===== src/rtl/insn_dec3_pkg.sv =====
package insn_dec3_pkg;
  localparam int unsigned WORD_W = 16;
  localparam int unsigned RIDX_W = 4;
  localparam int unsigned IMM_W  = 8;
  localparam int unsigned COND_W = 4;
  localparam int unsigned OFF_W  = 11;
  localparam int unsigned LEN_W  = 3;
  localparam int unsigned NCOND  = 10;

  typedef enum logic [3:0] {
    CL_NOP = 4'd0, CL_ALU = 4'd1, CL_LOAD = 4'd2, CL_STORE = 4'd3, CL_BRANCH = 4'd4,
    CL_CALL = 4'd5, CL_RET = 4'd6, CL_JUMP = 4'd7, CL_SREG = 4'd8, CL_TRAP = 4'd9
  } cls_e;

  typedef enum logic [1:0] {FMT_REG = 2'd0, FMT_IMM = 2'd1, FMT_BR = 2'd2} fmt_e;
  typedef enum logic [1:0] {SZ_B = 2'd0, SZ_H = 2'd1, SZ_W = 2'd2} msize_e;

  typedef struct packed {
    cls_e               cls;
    fmt_e               fmt;
    logic [RIDX_W-1:0]  ra;
    logic [RIDX_W-1:0]  rb;
    logic [IMM_W-1:0]   imm8;
    logic [COND_W-1:0]  cond;
    logic [OFF_W-1:0]   off;
    logic               rd;
    logic               wr;
    msize_e             size;
    logic               shift;
    logic [LEN_W-1:0]   len;
    logic               illegal;
  } dec_t;

  localparam logic [LEN_W-1:0] LEN_SHORT = LEN_W'(2);
  localparam logic [LEN_W-1:0] LEN_LONG  = LEN_W'(6);

  function automatic dec_t dec_idle();
    dec_t d;
    d = '0;
    d.cls = CL_NOP;
    d.fmt = FMT_REG;
    d.size = SZ_B;
    d.len = LEN_SHORT;
    return d;
  endfunction

  function automatic dec_t mark_illegal(dec_t d_in);
    dec_t d;
    d = d_in;
    d.cls = CL_TRAP;
    d.illegal = 1'b1;
    d.rd = 1'b0;
    d.wr = 1'b0;
    d.size = SZ_B;
    d.shift = 1'b0;
    d.len = LEN_SHORT;
    return d;
  endfunction
endpackage


===== src/rtl/insn_dec3_regfmt.sv =====
module insn_dec3_regfmt
  import insn_dec3_pkg::*;
(
  input  logic [14:0] word_i,
  output dec_t        dec_o
);
  logic [6:0] op;
  assign op = word_i[14:8];

  function automatic dec_t mem_op(dec_t d_in, logic is_wr, msize_e sz, logic lng);
    dec_t d;
    d = d_in;
    d.cls = is_wr ? CL_STORE : CL_LOAD;
    d.rd = !is_wr;
    d.wr = is_wr;
    d.size = sz;
    d.len = lng ? LEN_LONG : LEN_SHORT;
    return d;
  endfunction

  always_comb begin
    dec_t d;
    d = dec_idle();
    d.fmt = FMT_REG;
    d.ra = word_i[7:4];
    d.rb = word_i[3:0];
    case (op)
      7'h00: d.cls = CL_NOP;
      7'h01, 7'h1B, 7'h20: begin d.cls = CL_ALU; d.len = LEN_LONG; end
      7'h02, 7'h05, 7'h0E, 7'h26, 7'h29, 7'h2A, 7'h2B, 7'h2C, 7'h2E, 7'h2F,
      7'h31, 7'h32, 7'h33, 7'h34: d.cls = CL_ALU;
      7'h27, 7'h28, 7'h2D: begin d.cls = CL_ALU; d.shift = 1'b1; end
      7'h03: begin d.cls = CL_CALL; d.len = LEN_LONG; end
      7'h19: d.cls = CL_CALL;
      7'h04: d.cls = CL_RET;
      7'h1A: begin d.cls = CL_JUMP; d.len = LEN_LONG; end
      7'h25: d.cls = CL_JUMP;
      7'h30: begin d.cls = CL_TRAP; d.len = LEN_LONG; end
      7'h35: d.cls = CL_TRAP;
      // loads
      7'h07, 7'h0A: d = mem_op(d, 1'b0, SZ_W, 1'b0);
      7'h08, 7'h0C: d = mem_op(d, 1'b0, SZ_W, 1'b1);
      7'h21:        d = mem_op(d, 1'b0, SZ_H, 1'b0);
      7'h22, 7'h38: d = mem_op(d, 1'b0, SZ_H, 1'b1);
      7'h1C:        d = mem_op(d, 1'b0, SZ_B, 1'b0);
      7'h1D, 7'h36: d = mem_op(d, 1'b0, SZ_B, 1'b1);
      // stores
      7'h06, 7'h0B: d = mem_op(d, 1'b1, SZ_W, 1'b0);
      7'h09, 7'h0D: d = mem_op(d, 1'b1, SZ_W, 1'b1);
      7'h23:        d = mem_op(d, 1'b1, SZ_H, 1'b0);
      7'h24, 7'h39: d = mem_op(d, 1'b1, SZ_H, 1'b1);
      7'h1E:        d = mem_op(d, 1'b1, SZ_B, 1'b0);
      7'h1F, 7'h37: d = mem_op(d, 1'b1, SZ_B, 1'b1);
      default:      d = mark_illegal(d);
    endcase
    dec_o = d;
  end
endmodule


===== src/rtl/insn_dec3_immfmt.sv =====
module insn_dec3_immfmt
  import insn_dec3_pkg::*;
(
  input  logic [13:0] word_i,
  output dec_t        dec_o
);
  always_comb begin
    dec_t d;
    d = dec_idle();
    d.fmt = FMT_IMM;
    d.ra = word_i[11:8];
    d.imm8 = word_i[7:0];
    // sub-codes 0,1: add/sub constant; 2,3: special register read/write
    d.cls = word_i[13] ? CL_SREG : CL_ALU;
    dec_o = d;
  end
endmodule


===== src/rtl/insn_dec3_brfmt.sv =====
module insn_dec3_brfmt
  import insn_dec3_pkg::*;
(
  input  logic [13:0] word_i,
  output dec_t        dec_o
);
  logic [COND_W-1:0] cond;
  assign cond = word_i[13:10];

  always_comb begin
    dec_t d;
    d = dec_idle();
    d.fmt = FMT_BR;
    d.cond = cond;
    d.off = {word_i[9:0], 1'b0};
    d.cls = CL_BRANCH;
    if (32'(cond) >= NCOND) d = mark_illegal(d);
    dec_o = d;
  end
endmodule


===== src/rtl/insn_dec3.sv =====
module insn_dec3
  import insn_dec3_pkg::*;
#(
  parameter bit OUT_REG = 1'b1
) (
  input  logic                  clk_i,
  input  logic                  rst_ni,
  input  logic [WORD_W-1:0]     insn_i,
  output logic [3:0]            cls_o,
  output logic [1:0]            fmt_o,
  output logic [RIDX_W-1:0]     ra_o,
  output logic [RIDX_W-1:0]     rb_o,
  output logic [IMM_W-1:0]      imm8_o,
  output logic [COND_W-1:0]     br_cond_o,
  output logic [OFF_W-1:0]      br_off_o,
  output logic                  mem_rd_o,
  output logic                  mem_wr_o,
  output logic [1:0]            mem_size_o,
  output logic                  shift_o,
  output logic [LEN_W-1:0]      len_o,
  output logic                  illegal_o
);
  dec_t d_reg, d_imm, d_br, d_sel, d_q;

  insn_dec3_regfmt u_regfmt (.word_i(insn_i[14:0]), .dec_o(d_reg));
  insn_dec3_immfmt u_immfmt (.word_i(insn_i[13:0]), .dec_o(d_imm));
  insn_dec3_brfmt  u_brfmt  (.word_i(insn_i[13:0]), .dec_o(d_br));

  always_comb begin
    if (!insn_i[15])     d_sel = d_reg;
    else if (!insn_i[14]) d_sel = d_imm;
    else                 d_sel = d_br;
  end

  generate
    if (OUT_REG) begin : g_reg
      always_ff @(posedge clk_i or negedge rst_ni) begin
        if (!rst_ni) d_q <= dec_idle();
        else         d_q <= d_sel;
      end
    end else begin : g_comb
      logic unused_clk;
      assign unused_clk = clk_i ^ rst_ni;
      assign d_q = d_sel;
    end
  endgenerate

  assign cls_o      = d_q.cls;
  assign fmt_o      = d_q.fmt;
  assign ra_o       = d_q.ra;
  assign rb_o       = d_q.rb;
  assign imm8_o     = d_q.imm8;
  assign br_cond_o  = d_q.cond;
  assign br_off_o   = d_q.off;
  assign mem_rd_o   = d_q.rd;
  assign mem_wr_o   = d_q.wr;
  assign mem_size_o = d_q.size;
  assign shift_o    = d_q.shift;
  assign len_o      = d_q.len;
  assign illegal_o  = d_q.illegal;
endmodule


===== config.mk =====
export PLATFORM = sky130hd
export DESIGN_NAME = insn_dec3
export DESIGN_NICKNAME = d
export VERILOG_FILES = /design/src/rtl/insn_dec3_pkg.sv /design/src/rtl/insn_dec3_regfmt.sv /design/src/rtl/insn_dec3_immfmt.sv /design/src/rtl/insn_dec3_brfmt.sv /design/src/rtl/insn_dec3.sv
export SDC_FILE = /design/constraint.sdc
export NUM_CORES = 1
export LEC_CHECK = 0
export BUFFER_PORTS_ARGS = -buffer_cell sky130_fd_sc_hd__buf_2
export CAP_MARGIN = 10
export CORE_MARGIN = 4
export CORE_UTILIZATION = 40
export DETAILED_ROUTE_END_ITERATION = 10
export HOLD_SLACK_MARGIN = 0.12
export PLACE_DENSITY = 0.69
export SETUP_SLACK_MARGIN = 0.3
export SLEW_MARGIN = 5
export SYNTH_ARGS = -nofsm -noshare
export SYNTH_HDL_FRONTEND = slang
export SYNTH_SLANG_ARGS = --single-unit
export TNS_END_PERCENT = 30

===== constraint.sdc =====
create_clock -name clk_i -period 0.8 [get_ports clk_i]
set_input_delay 0.04 -clock clk_i [delete_from_list [all_inputs] [get_ports clk_i]]
set_output_delay 0.04 -clock clk_i [all_outputs]
set_load 0.01 [all_outputs]

# After elaboration in Yosys (flattened, before gate mapping)
# Cells that the tools add are included.
[op_classes]
n_mux = 9
reduce_logical = 15
n_eq_ne = 47
order_cmp = 1
[op_table]
columns = ["operator", "count"]
rows = [
  ["7-bit by 6-bit equality test with 1-bit output (second input constant)", 26],
  ["46-bit 2-to-1 mux", 3],
  ["7-bit by 4-bit equality test with 1-bit output (second input constant)", 7],
  ["7-bit by 5-bit equality test with 1-bit output (second input constant)", 7],
  ["48-bit OR reduction", 1],
  ["7-bit by 3-bit equality test with 1-bit output (second input constant)", 4],
  ["4-bit case mux with 7 select lines", 1],
  ["4-bit case mux with 6 select lines", 1],
  ["10-bit OR reduction", 2],
  ["20-bit OR reduction", 1],
  ["18-bit OR reduction", 1],
  ["3-bit OR reduction", 5],
  ["7-bit by 2-bit equality test with 1-bit output (second input constant)", 2],
  ["4-bit OR reduction", 2],
  ["7-bit by 1-bit equality test with 1-bit output (second input constant)", 1],
  ["7-bit logical NOT", 1],
  ["4-bit greater-or-equal comparator (second input constant)", 1],
  ["4-bit 2-to-1 mux", 1],
  ["2-bit OR reduction", 2],
  ["3-bit 2-to-1 mux", 1],
  ["1-bit 2-to-1 mux", 2],
]
[word_totals]
output_inout_bits = 46
word_cells = 85
in_bits = 18
ff_bits = 46

# Longest topological paths before layout
[depth]
word_depth = 4
mapped_depth = 8
ltp_nobuf = 6

# Modules after synthesis
# Synthesis repeated with hierarchy kept, for this count alone.
[hier_totals]
hier_cells = 463
area_unflattened_um2 = 4041.4
[modules_own_cells]
columns = ["module", "cells_each", "area_per_inst_um2", "instances", "seq_area_each_um2"]
rows = [
  ["insn_dec3", 199, 2150.8, 1, 1152.4],
  ["insn_dec3_regfmt", 168, 1191.1, 1, 0.0],
  ["insn_dec3_brfmt", 48, 350.3, 1, 0.0],
  ["insn_dec3_immfmt", 48, 349.1, 1, 0.0],
]

# Least setup slack after synthesis
# OpenSTA, ideal clock, no wires.
[synth_path]
kind = "input-to-reg"
start = "input port insn_i[9]"
end = "register d_q, in the netlist cls_o[1]"
n_path_buf = 2
t_required_ps = 681
stages = 8
setup_slack_ps = -564
arrival_time_ps = 1245
setup_ps = 119
path_cell_list = "buf_6 buf_4 nand2_1 o22ai_1 a32o_1 a211oi_2 nand2_1 o21ba_1"
[synth_rtl]
columns = ["item", "line_no", "text"]
rows = [
  ["start: declaration", "insn_dec3.sv:8", "input logic [WORD_W-1:0] insn_i,"],
  ["end signal: assignment", "insn_dec3.sv:38", "if (!rst_ni) d_q <= dec_idle();"],
  ["end signal: assignment", "insn_dec3.sv:39", "else d_q <= d_sel;"],
  ["end: declaration", "insn_dec3.sv:23", "dec_t d_reg, d_imm, d_br, d_sel, d_q;"],
]

==> metrics.yaml <==
floorplanning:
  die_area_um2: 6800
  fp.dieW_um: 82.5
  pin_count: 64
  rows: 26
  die_h_um: 82.5
  core_area_um2: 5240
  start_util: 0.423
grt:
  gr-total-overflow: 0
  grt_pass1_wl_mm: 10.8
  grt.total_usage: 0.209
  grt_pass1_vias: 2131
  antenna_found_initial: 0
  grt_start_max_net_pins: 44
synth:
  yosys-top-cells-count: "43 x dfrtp_1, 20 x nor2_1, 13 x nand2_1"
  synthArstFlopShare: 1.00
  syn-cell-area_um2: 2220
  synth.area.top_cells: "dfrtp_1 49%, nor2_1 3.4%, and3_1 2.8%, buf_4 2.7%, nor2b_1 2.5%"
  synth_enable_flop_cells: 0
  synthDistinctLibCells: 54
  synth_flop_cell: "dfrtp_1"
  ys_ff_latch: 43
  avgSynthCellArea_um2: 9.81
  synth_top_area_frac: 0.485
  synthCells: 226
  yosys.area.top_type: "dfrtp_1"
  ys_seq_area_frac: 0.485
  synth_most_common_cell: "dfrtp_1"
  yosysWarnings: 0
sta:
  setup_viol: 52
  finalCriticalPeriod_ps: 1340
  whs_ps: -124
  setup-tns-final_ps: -4810
  fmax_mhz: 745
  finalCritPeriodShare: 1.68
  rsz0062_at_grt: "yes"
  final_max_slew_viol_count: 0
  hold_viol: 52
  layout_setup_ws_ps: -542
outcome:
  status: "finished, violations left"
  violations: "hold timing, setup timing"
worst_setup_path:
  cp.arrival_ps: 1560
  startpoint: "insn_i[10]"
  start_kind: "primary input"
  path_class: "primary input to flip-flop"
  end_kind: "flip-flop"
  path_max_fanout: 15
  cp.required_ps: 1020
pwr:
  combPwrFrac: 0.288
  irDropWorstVdd_uv: 833
  p_int_uw: 3690
  power_density_nw_per_um2: 1330
  p_sw_uw: 1500
  p_seq_frac: 0.444
  p_clk_frac: 0.268
  leakage_uw: 0.00194
  swShare: 0.289
  power_uw: 5180
drt:
  drtAntennaViolNets: 0
  viasPerCell: 5.29
  wirelength_mm: 7.59
  first_pass_iters: 4
  first_iter_violations: 159
  drc: 0
  vias: 2291
  routedWlPerCell_um: 17.5
cts:
  clockBufferDepth: 2
  cts_inserted_buffers: 5
  path_clk_slew_ps: 80
  cts_max_level: 2
  cts_sinks: 43
  clock-root-buffer: "clkbuf_8"
  cts_tree: "built"
  cts_hold_buf: 1
final_layout:
  drive_gt1_frac: 0.620
  n_antenna_cell: 0
  fin_nets: 380
  utilization: 0.745
  syn2layout_area_growth_pct: 75.9
  nFillCells: 362
place:
  port_buffers: 60
  place_congestion: 0.909
  dp_hpwl_mm: 4.78
worst_hold_path:
  min_path_type: "primary input to async pin"
job:
  drv_cap: 0
==> what timing repair did <==
action | in CTS | in global routing
pin swaps | 17 | 36
hold endpoints to repair | 71 | 71
gates cloned | 2 | 1
setup buffers | 11 | 8
setup endpoints to repair | 78 | 99
resized for setup | 81 | 54
==> cell families after synthesis <==
family | Yosys count | synth area share
xor+xnor | 3 | 0.0119
compound gates | 41 | 0.135
mux | 4 | 0.0198
simple gates | 106 | 0.273
flops | 43 | 0.485
other cells | 2 | 0.00339
buf+inv | 27 | 0.0717
==> power groups by stage <==
stage | Combinational, µW | Clock, µW | Sequential [µW]
after floorplan | 518 | 0 | 2410
after global placement | 1040 | 0 | 2340
after detailed placement | 1040 | 0 | 2340
after CTS | 1270 | 1400 | 2300
after global routing | 1590 | 1490 | 2310
final | 1490 | 1390 | 2300
==> final cells by class <==
| type | instances | area, µm² | share of cell area |
|---|---|---|---|
| sequential | 43 | 1080 | 0.276 |
| tap | 70 | 87.6 | 0.0225 |
| inverter | 6 | 37.5 | 0.00962 |
| timing repair buffer | 149 | 1300 | 0.334 |
| clock inverter | 3 | 23.8 | 0.00610 |
| clock buffer | 5 | 68.8 | 0.0176 |
| multi-input combinational | 157 | 1310 | 0.335 |
==> worst max-delay path, stage by stage <==
cell and delay (ps):
buf_16 130, nand2_1 190, o22ai_1 120, a221oi_2 340, buf_4 170, nor2_1 50
or3_4 360, o2bb2ai_2 140
==> stage by stage <==
stage	instances	worst slack, ps	cell area (µm²)	hold slack [ps]
2_1_floorplan	227	-512	2370	-256
3_3_place_gp	402	-875	3040	21.2
3_5_place_dp	402	-862	3040	25.4
4_1_cts	424	-481	3570	-34.3
5_1_grt	433	-629	3900	-80.0
6_report	433	-542	3900	-124
==> metal layers <==
layer / vias up / part of all wire / GRT usage / wire length [µm]
met3: 34 / 0.060 / 0.0228 / 453
met1: 1080 / 0.39 / 0.282 / 2990
met5: - / 0 / 0 / 0
li1: 1063 / - / - / -
met4: 0 / 0.043 / 0.0930 / 323
met2: 114 / 0.50 / 0.339 / 3820
==> cell usage in the layout, fill, tap and decap left out, types with 3 or more instances in the layout <==
master    synthesis  routed
nor3_1           10       7
a211oi_2          2       4
buf_8             0       6
dfrtp_1          43      43
nand2b_4          1       4
buf_6             3      20
nor2_4            1       4
inv_1             4       3
buf_4             8      62
buf_16            0       3
nand2b_1          7       4
and3_1           10      10
nor2_1           20      12
or3_4             1       3
nor2_2            0       5
a31oi_1           4       4
o22ai_2           0       3
o22ai_1           6       3
o21ai_1           0       6
and2_4            0       7
conb_1            2       3
nor2b_1           9       6
o21ai_0          10       3
clkbuf_8          0       5
a21oi_2           0       3
buf_2             4      48
nand3_1           5       5
nand2_1          13       9
buf_12            0       8
==> sequential cells by signal, summed over array words and instances, names as in the netlist <==
| register | flops |
|---|---|
| mem_size_o | 2 |
| imm8_o | 8 |
| illegal_o | 1 |
| mem_rd_o | 1 |
| mem_wr_o | 1 |
| shift_o | 1 |
| cls_o | 4 |
| br_off_o | 10 |
| fmt_o | 2 |
| ra_o | 4 |
| rb_o | 4 |
| br_cond_o | 4 |
| len_o | 1 |
==> worst paths after layout <==
check,to,cells past startpoint,slack (ps)
worst max-delay path,cls_o[3],8,-540
min in group clk_i,imm8_o[1],2,-20
worst min-delay path,mem_size_o[1],3,-120
max in group asynchronous,ra_o[1],3,720
Note: power is estimated with default switching activity, not from simulation.
